File: config.mk
export PLATFORM = sky130hd
export DESIGN_NAME = tmr_wave_unit
export DESIGN_NICKNAME = d
export VERILOG_FILES = /design/src/rtl/tmr_pkg.sv /design/src/rtl/tmr_counter.sv /design/src/rtl/tmr_compare.sv /design/src/rtl/tmr_wave_out.sv /design/src/rtl/tmr_wave_unit.sv
export SDC_FILE = /design/constraint.sdc
export NUM_CORES = 1
export LEC_CHECK = 0
export CORE_MARGIN = 2
export CORE_UTILIZATION = 56
export DETAILED_ROUTE_END_ITERATION = 10
export PLACE_DENSITY = 0.85
export RECOVER_POWER = 25
export SKIP_LAST_GASP = 1
export SLEW_MARGIN = 15
export SYNTH_ARGS = -nofsm -noshare
export SYNTH_HDL_FRONTEND = slang
export SYNTH_HIERARCHICAL = 1
export SYNTH_SLANG_ARGS = --single-unit
File: constraint.sdc
create_clock -name clk -period 3.62 [get_ports clk]
set_clock_uncertainty 0.15 [all_clocks]
set_input_delay 0.362 -clock clk [delete_from_list [all_inputs] [get_ports clk]]
set_output_delay 0.362 -clock clk [all_outputs]
set_load 0.05 [all_outputs]
File: src/rtl/tmr_pkg.sv
// Shared types for the timer compare output unit.
// Assumes nothing beyond a 2-bit waveform mode encoding.
package tmr_pkg;
    typedef enum logic [1:0] {
        WM_NORMAL = 2'b00,
        WM_CTC    = 2'b01,
        WM_FAST   = 2'b10,
        WM_PHASE  = 2'b11
    } wmode_e;
endpackage

File: src/rtl/tmr_counter.sv
// Timer counter: wrap, clear-on-TOP, single-slope or dual-slope counting.
// Assumes top >= 1 in dual-slope mode; top == 0 there parks the count at 0.
module tmr_counter
    import tmr_pkg::*;
#(
    parameter int W = 8
) (
    input  logic         clk,
    input  logic         rst_n,
    input  logic         en,
    input  wmode_e       mode,
    input  logic [W-1:0] top,
    output logic [W-1:0] cnt,
    output logic         cnt_down,
    output logic         at_top,
    output logic         at_bottom
);
    localparam logic [W-1:0] ONE  = {{(W-1){1'b0}}, 1'b1};
    localparam logic [W-1:0] ZERO = '0;

    logic [W-1:0] cnt_q, cnt_d;
    logic         down_q, down_d;

    // Next count and direction for the selected waveform mode.
    always_comb begin
        cnt_d  = cnt_q + ONE;
        down_d = 1'b0;
        case (mode)
            WM_CTC, WM_FAST: cnt_d = (cnt_q == top) ? ZERO : cnt_q + ONE;
            WM_PHASE: begin
                if (top == ZERO) begin
                    cnt_d  = ZERO;
                    down_d = 1'b0;
                end else if (!down_q) begin
                    down_d = (cnt_q == top);
                    cnt_d  = (cnt_q == top) ? cnt_q - ONE : cnt_q + ONE;
                end else begin
                    down_d = (cnt_q != ZERO);
                    cnt_d  = (cnt_q == ZERO) ? ONE : cnt_q - ONE;
                end
            end
            default: cnt_d = cnt_q + ONE;
        endcase
    end

    // Count register: cleared by reset, advanced only when enabled.
    always_ff @(posedge clk) begin
        if (!rst_n) begin
            cnt_q  <= ZERO;
            down_q <= 1'b0;
        end else if (en) begin
            cnt_q  <= cnt_d;
            down_q <= down_d;
        end
    end

    assign cnt       = cnt_q;
    assign cnt_down  = down_q;
    assign at_top    = (cnt_q == top);
    assign at_bottom = (cnt_q == ZERO);

    assert_hold_R3: assert property (@(posedge clk) disable iff (!rst_n)
        !en |=> $stable(cnt_q) && $stable(down_q));
    assert_clear_at_top_R2: assert property (@(posedge clk) disable iff (!rst_n)
        (en && (mode == WM_CTC || mode == WM_FAST) && cnt_q == top) |=> cnt_q == ZERO);
    assert_reverse_at_top_R2: assert property (@(posedge clk) disable iff (!rst_n)
        (en && mode == WM_PHASE && !down_q && cnt_q == top && top != ZERO) |=> down_q);
endmodule

File: src/rtl/tmr_compare.sv
// Compare stage: holds the double buffer and detects matches.
// Assumes the buffer should track the input whenever a non-PWM mode is active.
module tmr_compare
    import tmr_pkg::*;
#(
    parameter int W = 8
) (
    input  logic         clk,
    input  logic         rst_n,
    input  logic         en,
    input  wmode_e       mode,
    input  logic [W-1:0] cmp_in,
    input  logic [W-1:0] cnt,
    input  logic [W-1:0] top,
    input  logic         at_top,
    output logic         match,
    output logic         cmp_is_top
);
    logic [W-1:0] buf_q;
    logic [W-1:0] active;
    logic         pwm;

    assign pwm = mode[1];

    // Compare buffer: follows the input outside PWM, loads at TOP in PWM.
    always_ff @(posedge clk) begin
        if (!rst_n)                buf_q <= '0;
        else if (!pwm || (en && at_top)) buf_q <= cmp_in;
    end

    assign active     = pwm ? buf_q : cmp_in;
    assign match      = en && (cnt == active);
    assign cmp_is_top = (active == top);

    assert_buffer_held_R11: assert property (@(posedge clk) disable iff (!rst_n)
        (pwm && en && !at_top) |=> $stable(buf_q));
endmodule

File: src/rtl/tmr_wave_out.sv
// Output stage: decodes waveform mode with output mode into pin actions.
// Assumes match, at_top, at_bottom and cnt_down describe the same count.
module tmr_wave_out
    import tmr_pkg::*;
(
    input  logic       clk,
    input  logic       rst_n,
    input  logic       en,
    input  wmode_e     mode,
    input  logic [1:0] out_mode,
    input  logic       match,
    input  logic       cmp_is_top,
    input  logic       at_top,
    input  logic       at_bottom,
    input  logic       cnt_down,
    input  logic       port_data,
    output logic       pin,
    output logic       connected
);
    logic wave_q, wave_d;

    // Next waveform level from the joint mode decode.
    always_comb begin
        wave_d = wave_q;
        if (en) begin
            case (mode)
                WM_FAST: begin
                    if (out_mode[1]) begin
                        if (match && !cmp_is_top) wave_d = out_mode[0];
                        else if (at_bottom)       wave_d = ~out_mode[0];
                    end
                end
                WM_PHASE: begin
                    if (out_mode[1]) begin
                        if (cmp_is_top) begin
                            if (at_top) wave_d = ~out_mode[0];
                        end else if (match) begin
                            wave_d = out_mode[0] ^ cnt_down;
                        end
                    end
                end
                default: begin
                    if (match) begin
                        case (out_mode)
                            2'b01:   wave_d = ~wave_q;
                            2'b10:   wave_d = 1'b0;
                            2'b11:   wave_d = 1'b1;
                            default: wave_d = wave_q;
                        endcase
                    end
                end
            endcase
        end
    end

    // Waveform register: cleared by reset.
    always_ff @(posedge clk) begin
        if (!rst_n) wave_q <= 1'b0;
        else        wave_q <= wave_d;
    end

    assign connected = (out_mode != 2'b00) && !(mode[1] && out_mode == 2'b01);
    assign pin       = connected ? wave_q : port_data;

    assert_disc_hold_R4: assert property (@(posedge clk) disable iff (!rst_n)
        (out_mode == 2'b00) |=> $stable(wave_q));
    assert_reserved_hold_R10: assert property (@(posedge clk) disable iff (!rst_n)
        (mode[1] && out_mode == 2'b01) |=> $stable(wave_q));
    assert_set_on_match_R5: assert property (@(posedge clk) disable iff (!rst_n)
        (!mode[1] && out_mode == 2'b11 && match) |=> wave_q);
    assert_top_ignored_R7: assert property (@(posedge clk) disable iff (!rst_n)
        (en && mode == WM_FAST && out_mode[1] && cmp_is_top && !at_bottom) |=> $stable(wave_q));
    assert_idle_hold_R3: assert property (@(posedge clk) disable iff (!rst_n)
        !en |=> $stable(wave_q));
endmodule

File: src/rtl/tmr_wave_unit.sv
// Timer compare output waveform unit: counter, compare stage and output stage.
// Assumes synchronous active-low reset; all inputs are synchronous to clk.
module tmr_wave_unit
    import tmr_pkg::*;
#(
    parameter int W = 8
) (
    input  logic         clk,
    input  logic         rst_n,
    input  logic         en,
    input  logic [1:0]   wave_mode,
    input  logic [1:0]   out_mode,
    input  logic [W-1:0] cmp_val,
    input  logic [W-1:0] top_val,
    input  logic         port_data,
    output logic         pin_out,
    output logic         pin_connected,
    output logic [W-1:0] count
);
    wmode_e       mode;
    logic [W-1:0] cnt;
    logic         cnt_down, at_top, at_bottom, match, cmp_is_top;

    assign mode  = wmode_e'(wave_mode);
    assign count = cnt;

    tmr_counter #(.W(W)) u_counter (
        .clk(clk), .rst_n(rst_n), .en(en), .mode(mode), .top(top_val),
        .cnt(cnt), .cnt_down(cnt_down), .at_top(at_top), .at_bottom(at_bottom)
    );

    tmr_compare #(.W(W)) u_compare (
        .clk(clk), .rst_n(rst_n), .en(en), .mode(mode), .cmp_in(cmp_val),
        .cnt(cnt), .top(top_val), .at_top(at_top),
        .match(match), .cmp_is_top(cmp_is_top)
    );

    tmr_wave_out u_wave (
        .clk(clk), .rst_n(rst_n), .en(en), .mode(mode), .out_mode(out_mode),
        .match(match), .cmp_is_top(cmp_is_top), .at_top(at_top),
        .at_bottom(at_bottom), .cnt_down(cnt_down), .port_data(port_data),
        .pin(pin_out), .connected(pin_connected)
    );

    assert_reset_state_R1: assert property (@(posedge clk)
        !rst_n |=> (cnt == '0) && !cnt_down);
endmodule

* Word-level counts from Yosys, hierarchy flattened
Index checks and enable logic that the tools add are counted.
W data, S select, Z words.
** Cells by class
- Bitwise logic cells :: 3
- Equal/unequal tests :: 14
- Reductions and logical operators :: 17
- Add/sub/neg operators :: 2
- Mux-type cells :: 21
** Operator list (number)
- $mux W8 :: 6
- $eq A8 B8 Y1 :: 3
- $logic_not A8 Y1 :: 2
- $pmux W8 S2 :: 1
- $mux W1 :: 12
- $add A8 B1 Y8 const B :: 1
- $eq A2 B2 Y1 const B :: 4
- $reduce_and A8 Y1 :: 1
- $reduce_bool A8 Y1 :: 1
- $sub A8 B1 Y8 const B :: 1
- $logic_and A1 B1 Y1 :: 5
- $reduce_bool A5 Y1 :: 1
- $eq A2 B1 Y1 const B :: 2
- $ne A2 B2 Y1 const B :: 2
- $logic_not A1 Y1 :: 3
- $ne A3 B1 Y1 const B :: 1
- $ne A3 B2 Y1 const B :: 1
- $ne A3 B3 Y1 const B :: 1
- $pmux W1 S3 :: 1
- $reduce_bool A3 Y1 :: 1
- $not A1 Y1 :: 2
- $pmux W1 S2 :: 1
- $reduce_bool A2 Y1 :: 1
- $reduce_or A2 Y1 :: 1
- 2 further kinds :: 2
** Word-level totals
- Bits of input ports :: 24
- Flip-flop bits (word level) :: 18
- Output and inout bits :: 10

* Logic depth before layout (Yosys ltp)
Gate-level depths: netlist of the first run.
- Depth in word-level cells :: 7
- Mapped depth :: 10
- Depth with buffers taken out :: 8

* Hierarchy
Netlist of the first run, hierarchy kept.
** By module, submodules not included
- tmr_counter :: area each 1007.2 µm², cells each 127, times used 1
- tmr_compare :: area each 573.0 µm², cells each 68, times used 1
- tmr_wave_out :: area each 176.4 µm², cells each 23, times used 1

* Worst setup path after synthesis of the first run
Ideal clock, no wire load.
- Path type :: register to register
- Start point :: reg u_counter.cnt_q[3], in the netlist u_counter/cnt[3]
- End point :: reg u_wave.wave_q
- Path slack :: 1258 ps
- Path buffers :: 1
- Data arrival time :: 2124 ps
- Stages on the path, launching flop included :: 8
- Cells stage by stage :: dfxtp_1 -> buf_4 -> or4_4 -> nor4b_1 -> nand2b_2 -> a31oi_1 -> o21ai_1 -> o32ai_2
** Between the ends
- Elaborated cells between the ends (all ways) :: 13
** RTL lines
- from (decl) :: RTL line tmr_counter.sv:21 : logic [W-1:0] cnt_q, cnt_d;
- from (signal assigned) :: RTL line tmr_counter.sv:52 : cnt_q <= cnt_d;
- $logic_not A8 Y1 :: RTL line tmr_counter.sv:60 : assign at_bottom = (cnt_q == ZERO);
- named net at_bottom :: RTL line tmr_wave_unit.sv:22 : logic cnt_down, at_top, at_bottom, match, cmp_is_top;
- $ne A3 B2 Y1 (no source line)
- $reduce_and A8 Y1 (no source line)
- to (signal assigned) :: RTL line tmr_wave_out.sv:59 : else wave_q <= wave_d;
- to (decl) :: RTL line tmr_wave_out.sv:20 : logic wave_q, wave_d;
The timed path passes the listed nets, and every way through them passes these cells. The select of a mux whose other input is x is not followed.
A chain may end at the register's enable or synchronous reset.

* Worst setup path after layout of the first run
- Start point :: in wave_mode[1]
- End point :: out pin_out
** Between the ends
- Word-level cells in the longest chain between the ends :: 4
** Ends and longest elaborated chain
- from (decl) :: RTL line tmr_wave_unit.sv:11 : input logic [1:0] wave_mode,
- $logic_and A1 B1 Y1 :: RTL line tmr_wave_out.sv:62 : assign connected = (out_mode != 2'b00) && !(mode[1] && out_mode == 2'b01);
- $logic_not A1 Y1 :: RTL line tmr_wave_out.sv:62
- $logic_and A1 B1 Y1 :: RTL line tmr_wave_out.sv:62
- $mux W1 :: RTL line tmr_wave_out.sv:63 : assign pin = connected ? wave_q : port_data;
- to (decl) :: RTL line tmr_wave_unit.sv:16 : output logic pin_out,
No other way between the ends.

==> flow_summary.ini, run 1 <==
[critical_path]
cp-start-kind = primary input
critPathCapture = pin_out
critPathRequiredTime_ps = 3110
end_kind = primary output
ff2ff_setup_slack_ps = 1240
r2r-end = u_wave/wave_q
crit_start = wave_mode[1]
crit_type = primary input to primary output
ff2ff_path_depth = 6
critPathMaxFanout = 12
critPathArrivalTime_ps = 2580
r2r-start = u_counter/cnt[2]

[synth]
synth.most_common_cell = nand2_1
synth_area_leader_cell = dfxtp_1
ys_top_cells_by_area = dfxtp_1 21%, xor2_1 10%, nand2_1 7.1%, xnor2_1 6.5%, mux2i_1 5.7%
ys_types = 52
synth_area_per_cell_sq_um = 8.058
async_flop_share = 0
synthCells = 218
yosys-top-cells-count = 33 x nand2_1, 20 x xor2_1, 18 x dfxtp_1
synth_area_sq_um = 1757
synth_edf_count = 0
yosysTopAreaCellShare = 0.2051
ys_seq_elements = 18
synth_fp_nets = 247
yosysWarningCount = 6
synth-seq-area-share = 0.2051
synth_top_flop_cell = dfxtp_1

[clock_tree]
insertion_delay_ps = 310
clockBufferDepth = 2
ctsResizeCount = 0
cts_buffers = 3
post_cts.repair.setup_buffers = 0
cts_root_buffer = clkbuf_4
clock_sinks = 18
cts_hold_buf = 0
clk_pin_slew_ps = 110
cts_tree = done
ctsHtreeMaxLevel = 1

[floorplanning]
core_area_sq_um = 3028
io_pins = 34
row_count = 20
floorplan.initialDensity = 0.5802
die_x_um = 60.01
dieArea_sq_um = 3601
die_height_um = 60.01

[sta]
fin_crit_ps = 3096
tns_ps = 0
max_freq_mhz = 323.0
period_share = 0.8552
worst_pin_slew_ps = 707.7
setup_ws_ps = 524.2
finalSetupViolations = 0
hold_viol_final = 0
final-max-slew-violation-count = 0
max_slew_margin = 0.5267
whs_ps = 327.6
rsz0062_at_grt = no

[placed_design]
dp.cells = 284
numPortBuffers = 33
preCtsSetupSlack_ps = 499.7
gp_congestion = 0.8762
hpwl_um = 3161

[global_route]
grt.total_usage = 0.2694
grt_pass1_wl_um = 7231
antenna_found_initial = 0
grt_max_degree = 21
globalRouteOverflowTotal = 0
grt_pass1_vias = 1638

[power_and_ir_drop]
comb_power_share = 0.351
internal-power_mw = 0.3580
seq_power_share = 0.410
p_sw_frac = 0.3486
leakage_nw = 0.8408
p_per_area_nw_per_um2 = 262.7
p_sw_mw = 0.1915
clockPowerShare = 0.239
peakVddDrop_mv = 0.2019

[finish]
fill_cells = 276
fin_util = 0.6909
stdcell_count = 288
drive_above_1_share = 0.09426
regArea_sq_um = 360.3
multi_input_area_sq_um = 1265
nets = 274
antenna_cells = 0
syn_to_final_growth_pct = 19.09

[status]
status = completed

[detailed_routing]
first_pass_iters = 4
drc_errors = 0
wire_per_inst_um = 15.36
antenna_left = 0
drt-initial-drc-count = 96
via_per_inst = 5.750
vias = 1656
routed_wl_um = 4425

[job]
maxCapViolCount = 0

[min_path]
hold_path.class = register to register
## how the worst min path moves through the flow
stage	end	slack [ps]	cells past startpoint	start
finish	u_compare/buf_q[5]	330	2	u_compare/buf_q[5]
global route	u_compare/buf_q[4]	340	2	u_compare/buf_q[4]
CTS	u_compare/buf_q[4]	330	2	u_compare/buf_q[4]
detailed placement	u_compare/buf_q[4]	310	2	u_compare/buf_q[4]
global placement	u_compare/buf_q[5]	300	2	u_compare/buf_q[5]
floorplan	u_compare/buf_q[0]	290	2	u_compare/buf_q[0]
## layout make-up
type	instances	area share
tap	44	0.02632
inverter	8	0.01435
timing repair buffer	35	0.1651
sequential	18	0.1722
clock buffer	4	0.01734
multi-input combinational	179	0.6047
## stage by stage
stage	area, sq um	power (mW)
5_1_grt	2092	0.5825
3_5_place_dp	2056	0.4189
6_report	2092	0.5495
2_1_floorplan	1757	0.3551
3_3_place_gp	2056	0.4143
4_1_cts	2092	0.5537
## power by group through the flow
stage,Clock (mW),Combinational (mW),Sequential (mW)
after floorplan,0,0.123,0.232
after global placement,0,0.185,0.229
after detailed placement,0,0.190,0.229
after CTS,0.137,0.191,0.225
after global routing,0.147,0.209,0.227
final,0.132,0.193,0.225
## metal layers
| layer | global-route usage | vias to the layer above | share of wire |
|---|---|---|---|
| met1 | 0.3449 | 760 | 0.44 |
| met3 | 0.04113 | 6 | 0.082 |
| met5 | 0 | - | 0 |
| li1 | - | 813 | - |
| met2 | 0.4441 | 77 | 0.47 |
| met4 | 0.1206 | 0 | 0.0068 |
## placed cells by master (no fill, tap or decap), drive strengths merged, types with 3 or more instances in the layout
| cell | instances |
|---|---|
| o211a | 3 |
| clkdlybuf4s50 | 32 |
| nand2 | 33 |
| o21ai | 9 |
| or4 | 3 |
| ha | 5 |
| a21o | 3 |
| dfxtp | 18 |
| mux2i | 10 |
| a31oi | 3 |
| nand2b | 5 |
| xnor2 | 13 |
| nor2 | 12 |
| nand3 | 6 |
| nor3 | 8 |
| a21boi | 8 |
| nand4 | 5 |
| xor2 | 20 |
| nor4b | 3 |
| a21oi | 7 |
| or2 | 4 |
| inv | 8 |
| clkbuf | 4 |
## flip-flops by register name, summed over array words and instances, names as in the netlist
signal,count
u_compare/buf_q,8
u_counter/cnt_down,1
u_counter/cnt,8
u_wave/wave_q,1
## logic make-up (layout without fill, tap and decap cells)
logic type | Yosys count | after routing | synth area share
buffers and inverters | 21 | 47 | 0.07478
XOR/XNOR | 33 | 33 | 0.1645
flip-flops | 18 | 18 | 0.2051
AND/OR/NAND/NOR | 84 | 84 | 0.2614
multiplexers | 12 | 12 | 0.06980
adder cells (fa/ha/maj) | 5 | 5 | 0.03561
AO/OA/AOI/OAI | 45 | 45 | 0.1888
## worst max-delay path: stages
cell,delay [ps]
dlygate4sd3_1,940
inv_1,90
a21o_1,190
mux2_1,300
clkdlybuf4s50_1,700
(Power assumes the default switching activity.)
==> run 2, diff against run 1 <==
--- a/config.mk
+++ b/config.mk
@@ -5,11 +5,11 @@
 export SDC_FILE = /design/constraint.sdc
 export NUM_CORES = 1
 export LEC_CHECK = 0
-export CORE_MARGIN = 2
 export CORE_UTILIZATION = 56
 export DETAILED_ROUTE_END_ITERATION = 10
 export PLACE_DENSITY = 0.85
 export RECOVER_POWER = 25
+export SKIP_CTS_REPAIR_TIMING = 1
 export SKIP_LAST_GASP = 1
 export SLEW_MARGIN = 15
 export SYNTH_ARGS = -nofsm -noshare
==> run 2 against run 1 <==
Net effect: the run now ends with design-rule violations left; global-route usage shrank 0.33 points; utilization increased by 3.5 points; flip-flop and latch count unchanged; final area fell by 0.96%; total power fell by 1.1%; clock power is 3% lower.
==> flow_summary.ini, run 2 (same netlist as run 1, synthesis figures left out) <==
[floorplanning]
die_x_um = 58.01
io_pins = 34
die_height_um = 58.01
row_count = 19
dieArea_sq_um = 3365
core_area_sq_um = 2853
floorplan.initialDensity = 0.6158

[finish]
drive_above_1_share = 0.09016
final_common_cell = nand2_1
syn_to_final_growth_pct = 17.95
antenna_cells = 0
fin_util = 0.7263
layout_common_cells = 33 x nand2_1, 31 x clkdlybuf4s50_1, 20 x xor2_1
final_cell_area_sq_um = 2072
nets = 274

[sta]
whs_ps = 326.7
rsz0062_at_grt = no
tns_ps = 0
finalSetupViolations = 0
final-max-slew-violation-count = 0
hold_viol_final = 0
fin_crit_ps = 3126
period_share = 0.8635
max_freq_mhz = 319.9
max_slew_margin = 0.5309
setup_ws_ps = 494.1
worst_pin_slew_ps = 701.4

[power_and_ir_drop]
p_sw_mw = 0.1862
clockPowerShare = 0.235
comb_power_share = 0.351
leakage_nw = 0.8396
seq_power_share = 0.414
p_sw_frac = 0.3427
p_per_area_nw_per_um2 = 262.3
peakVddDrop_mv = 0.1719
internal-power_mw = 0.3572

[critical_path]
critPathMaxFanout = 14
cp-start-kind = primary input
ff2ff_setup_slack_ps = 1300
ff2ff_path_depth = 6
r2r-end = u_counter/cnt[3]
critPathRequiredTime_ps = 3110
end_kind = primary output
critPathArrivalTime_ps = 2610
cp_slowest_stage_delay_ps = 970
slowest_stage = dlygate4sd3_1
crit_type = primary input to primary output
r2r-start = u_counter/cnt[3]
crit_chain = dlygate4sd3_1, inv_1, a21o_1, mux2_1, clkdlybuf4s50_1

[status]
status = finished, violations left
violations = design-rule violations

[clock_tree]
clockBufferDepth = 2
clk_pin_slew_ps = 110
cts_tree = done
ctsHtreeMaxLevel = 1
clock_sinks = 18
cts_buffers = 3
insertion_delay_ps = 300
cts_root_buffer = clkbuf_4

[detailed_routing]
first_pass_iters = 8
wl_met3_um = 357
drt-initial-drc-count = 113
m1WireLength_um = 1894
wire_per_inst_um = 15.39
antenna_left = 0
met2_wirelength_um = 1929
drc_errors = 4
vias = 1677
via_per_inst = 6.098
routed_wl_um = 4233
topRoutingLayerUsed = met4

[placed_design]
dpl-instance-area_sq_um = 2039
hpwl_um = 3073
gp_congestion = 0.8671
preCtsSetupSlack_ps = 451.7
numPortBuffers = 33

[global_route]
grt.total_usage = 0.2660
globalRouteOverflowTotal = 0
grt_max_degree = 21
grt_pass1_vias = 1476
antenna_found_initial = 0
grt_pass1_wl_um = 6844

[min_path]
min_path_cells = 2
hold_path.class = register to register
min_to = u_compare/buf_q[7]
min_from = u_compare/buf_q[7]

[job]
maxCapViolCount = 0
==> run 2: final cells by class <==
type	count	area (sq um)
flip-flops and latches	18	360.3
well taps	31	38.79
multi-input cells	179	1265
clock buffers	4	36.28
repair buffers	35	341.6
fillers	242	780.7
inverters	8	30.03
==> run 2: how the worst max path moves through the flow <==
stage	start	endpoint	slack, ps	cells past startpoint
finish	wave_mode[1]	pin_out	490	5
global route	wave_mode[1]	pin_out	400	5
CTS	wave_mode[1]	pin_out	560	5
detailed placement	wave_mode[1]	u_wave/wave_q	450	9
global placement	wave_mode[1]	u_wave/wave_q	540	9
floorplan	u_counter/cnt[3]	u_wave/wave_q	1260	7
==> run 2: stage by stage <==
stage,cells,power [mW]
after floorplan,218,0.3551
after global placement,271,0.4153
after detailed placement,271,0.4179
after CTS,275,0.5495
after global routing,275,0.5763
final,275,0.5434
==> run 2: worst max-delay path: cells and delay by family <==
kind                   cells  cell delay (ps)
AOI/OAI and AO/OA          1              190
buffers and inverters      3             1760
muxes                      1              300
==> run 2: power groups by stage <==
stage	clock network (mW)	logic (mW)	registers, mW
2_1_floorplan	0	0.123	0.232
3_3_place_gp	0	0.186	0.229
3_5_place_dp	0	0.189	0.229
4_1_cts	0.135	0.190	0.225
5_1_grt	0.145	0.206	0.226
6_report	0.128	0.191	0.225
==> run 2: per-layer routing <==
metal  vias up  track usage
li1        816            -
met3         6      0.03125
met4         0      0.09524
met2        67       0.4269
met1       788       0.3689
met5         -            0
==> run 3, diff against run 2 <==
--- a/config.mk
+++ b/config.mk
@@ -5,13 +5,14 @@
 export SDC_FILE = /design/constraint.sdc
 export NUM_CORES = 1
 export LEC_CHECK = 0
-export CORE_UTILIZATION = 56
+export CORE_UTILIZATION = 54
+export CTS_BUF_LIST = sky130_fd_sc_hd__clkbuf_8
 export DETAILED_ROUTE_END_ITERATION = 10
-export PLACE_DENSITY = 0.85
+export PLACE_DENSITY = 0.83
 export RECOVER_POWER = 25
 export SKIP_CTS_REPAIR_TIMING = 1
 export SKIP_LAST_GASP = 1
-export SLEW_MARGIN = 15
+export SLEW_MARGIN = 20
 export SYNTH_ARGS = -nofsm -noshare
 export SYNTH_HDL_FRONTEND = slang
 export SYNTH_HIERARCHICAL = 1
==> constraint.sdc (replaced) <==
create_clock -name clk -period 2.91 [get_ports clk]
set_clock_uncertainty 0.15 [all_clocks]
set_input_delay 0.291 -clock clk [delete_from_list [all_inputs] [get_ports clk]]
set_output_delay 0.291 -clock clk [all_outputs]
set_load 0.05 [all_outputs]
==> run 3 against run 2 <==
Net effect: the flow now finishes without violations; worst setup slack got worse by 240 ps; final area is 2.9% higher; non-clock buffer count up 2; register-to-register slack worse by 820 ps; critical endpoint is now u_counter/cnt[3]; largest power group unchanged.
==> flow_summary.ini, run 3 (same netlist as run 1, synthesis figures left out) <==
[detailed_routing]
routed_wl_um = 4455
first_pass_iters = 4
m1WireLength_um = 2060
wire_per_inst_um = 15.36
wl_met3_um = 289
met2_wirelength_um = 2062
antenna_left = 0
drt-initial-drc-count = 123
vias = 1678
topRoutingLayerUsed = met4
drc_errors = 0
via_per_inst = 5.786

[placed_design]
hpwl_um = 3222
preCtsSetupSlack_ps = 137.8
dp.cells = 286
numPortBuffers = 33
gp_congestion = 0.9142

[clock_tree]
clk_pin_slew_ps = 70
clock_sinks = 18
ctsHtreeMaxLevel = 1
cts_tree = done
cts_root_buffer = clkbuf_8
clockBufferDepth = 2
cts_buffers = 3
insertion_delay_ps = 260

[sta]
tns_ps = 0
rsz0062_at_grt = no
fin_crit_ps = 2658
final-max-slew-violation-count = 0
max_slew_margin = 0.5251
period_share = 0.9132
whs_ps = 322.6
setup_ws_ps = 252.5
worst_pin_slew_ps = 710.1
finalSetupViolations = 0
max_freq_mhz = 376.3
hold_viol_final = 0

[power_and_ir_drop]
finalPower_mw = 0.7313
peakVddDrop_mv = 0.2243
p_per_area_nw_per_um2 = 343.0
leakage_nw = 0.8750

[floorplanning]
io_pins = 34
row_count = 20
die_height_um = 59.04
floorplan.initialDensity = 0.5707
die_x_um = 59.04
dieArea_sq_um = 3485
core_area_sq_um = 3078

[finish]
final_common_cell = nand2_1
multi_input_area_sq_um = 1261
regArea_sq_um = 360.3
stdcell_count = 290
layout_common_cells = 33 x nand2_1, 27 x clkdlybuf4s50_1, 20 x xor2_1
antenna_cells = 0
drive_above_1_share = 0.1016
fill_cells = 258
nets = 276
syn_to_final_growth_pct = 21.37

[global_route]
grt_pass1_vias = 1514
grt_max_degree = 21
antenna_found_initial = 0
globalRouteOverflowTotal = 0
grt.total_usage = 0.2663
grt_pass1_wl_um = 7038

[critical_path]
critPathRequiredTime_ps = 2910
cp-start-kind = primary input
critPathArrivalTime_ps = 2650
crit_type = primary input to register
critPathMaxFanout = 7
end_kind = register
ff2ff_setup_slack_ps = 480

[status]
status = completed

[job]
maxCapViolCount = 0

[min_path]
hold_path.class = register to register
-- run 3: area by class of cell --
class,instances,share of cell area
inverter,8,0.01408
clock buffer,4,0.02582
tap,44,0.02582
multi-input combinational,179,0.5916
timing repair buffer,37,0.1737
sequential,18,0.1690
-- run 3: metal layers --
layer / vias to the layer above / track usage
met5: - / 0
met4: 0 / 0.09864
met3: 4 / 0.03493
met2: 68 / 0.4286
met1: 791 / 0.3628
li1: 815 / -
-- run 3: final timing paths --
path | endpoint | depth (start not counted) | start
setup / recovery | u_counter/cnt[3] | 7 | top_val[5]
hold / removal | u_compare/buf_q[0] | 2 | u_compare/buf_q[0]
setup reg to reg | u_counter/cnt[3] | 6 | u_counter/cnt[3]
hold reg to reg | u_compare/buf_q[0] | 2 | u_compare/buf_q[0]
-- run 3: stage by stage --
stage | instance area (sq um) | util
after floorplan | 1757 | -
after global placement | 2081 | 0.6760
after detailed placement | 2081 | 0.6760
after CTS | 2136 | 0.6939
after global routing | 2132 | 0.6927
final | 2132 | 0.6927
-- run 3: power breakdown --
| group | total [mW] | switching (mW) | internal, mW |
|---|---|---|---|
| clock network | 0.209 | 0.0891 | 0.120 |
| registers | 0.277 | 0.0195 | 0.258 |
| logic | 0.244 | 0.132 | 0.112 |
| total | 0.731 | 0.241 | 0.491 |
-- run 3: worst max-delay path, stage by stage --
cell           delay [ps]
dlygate4sd3_1         620
or4_1                 560
o21ai_0               490
nor3_2                200
nand2_1               120
a21oi_1                70
o31a_1                300
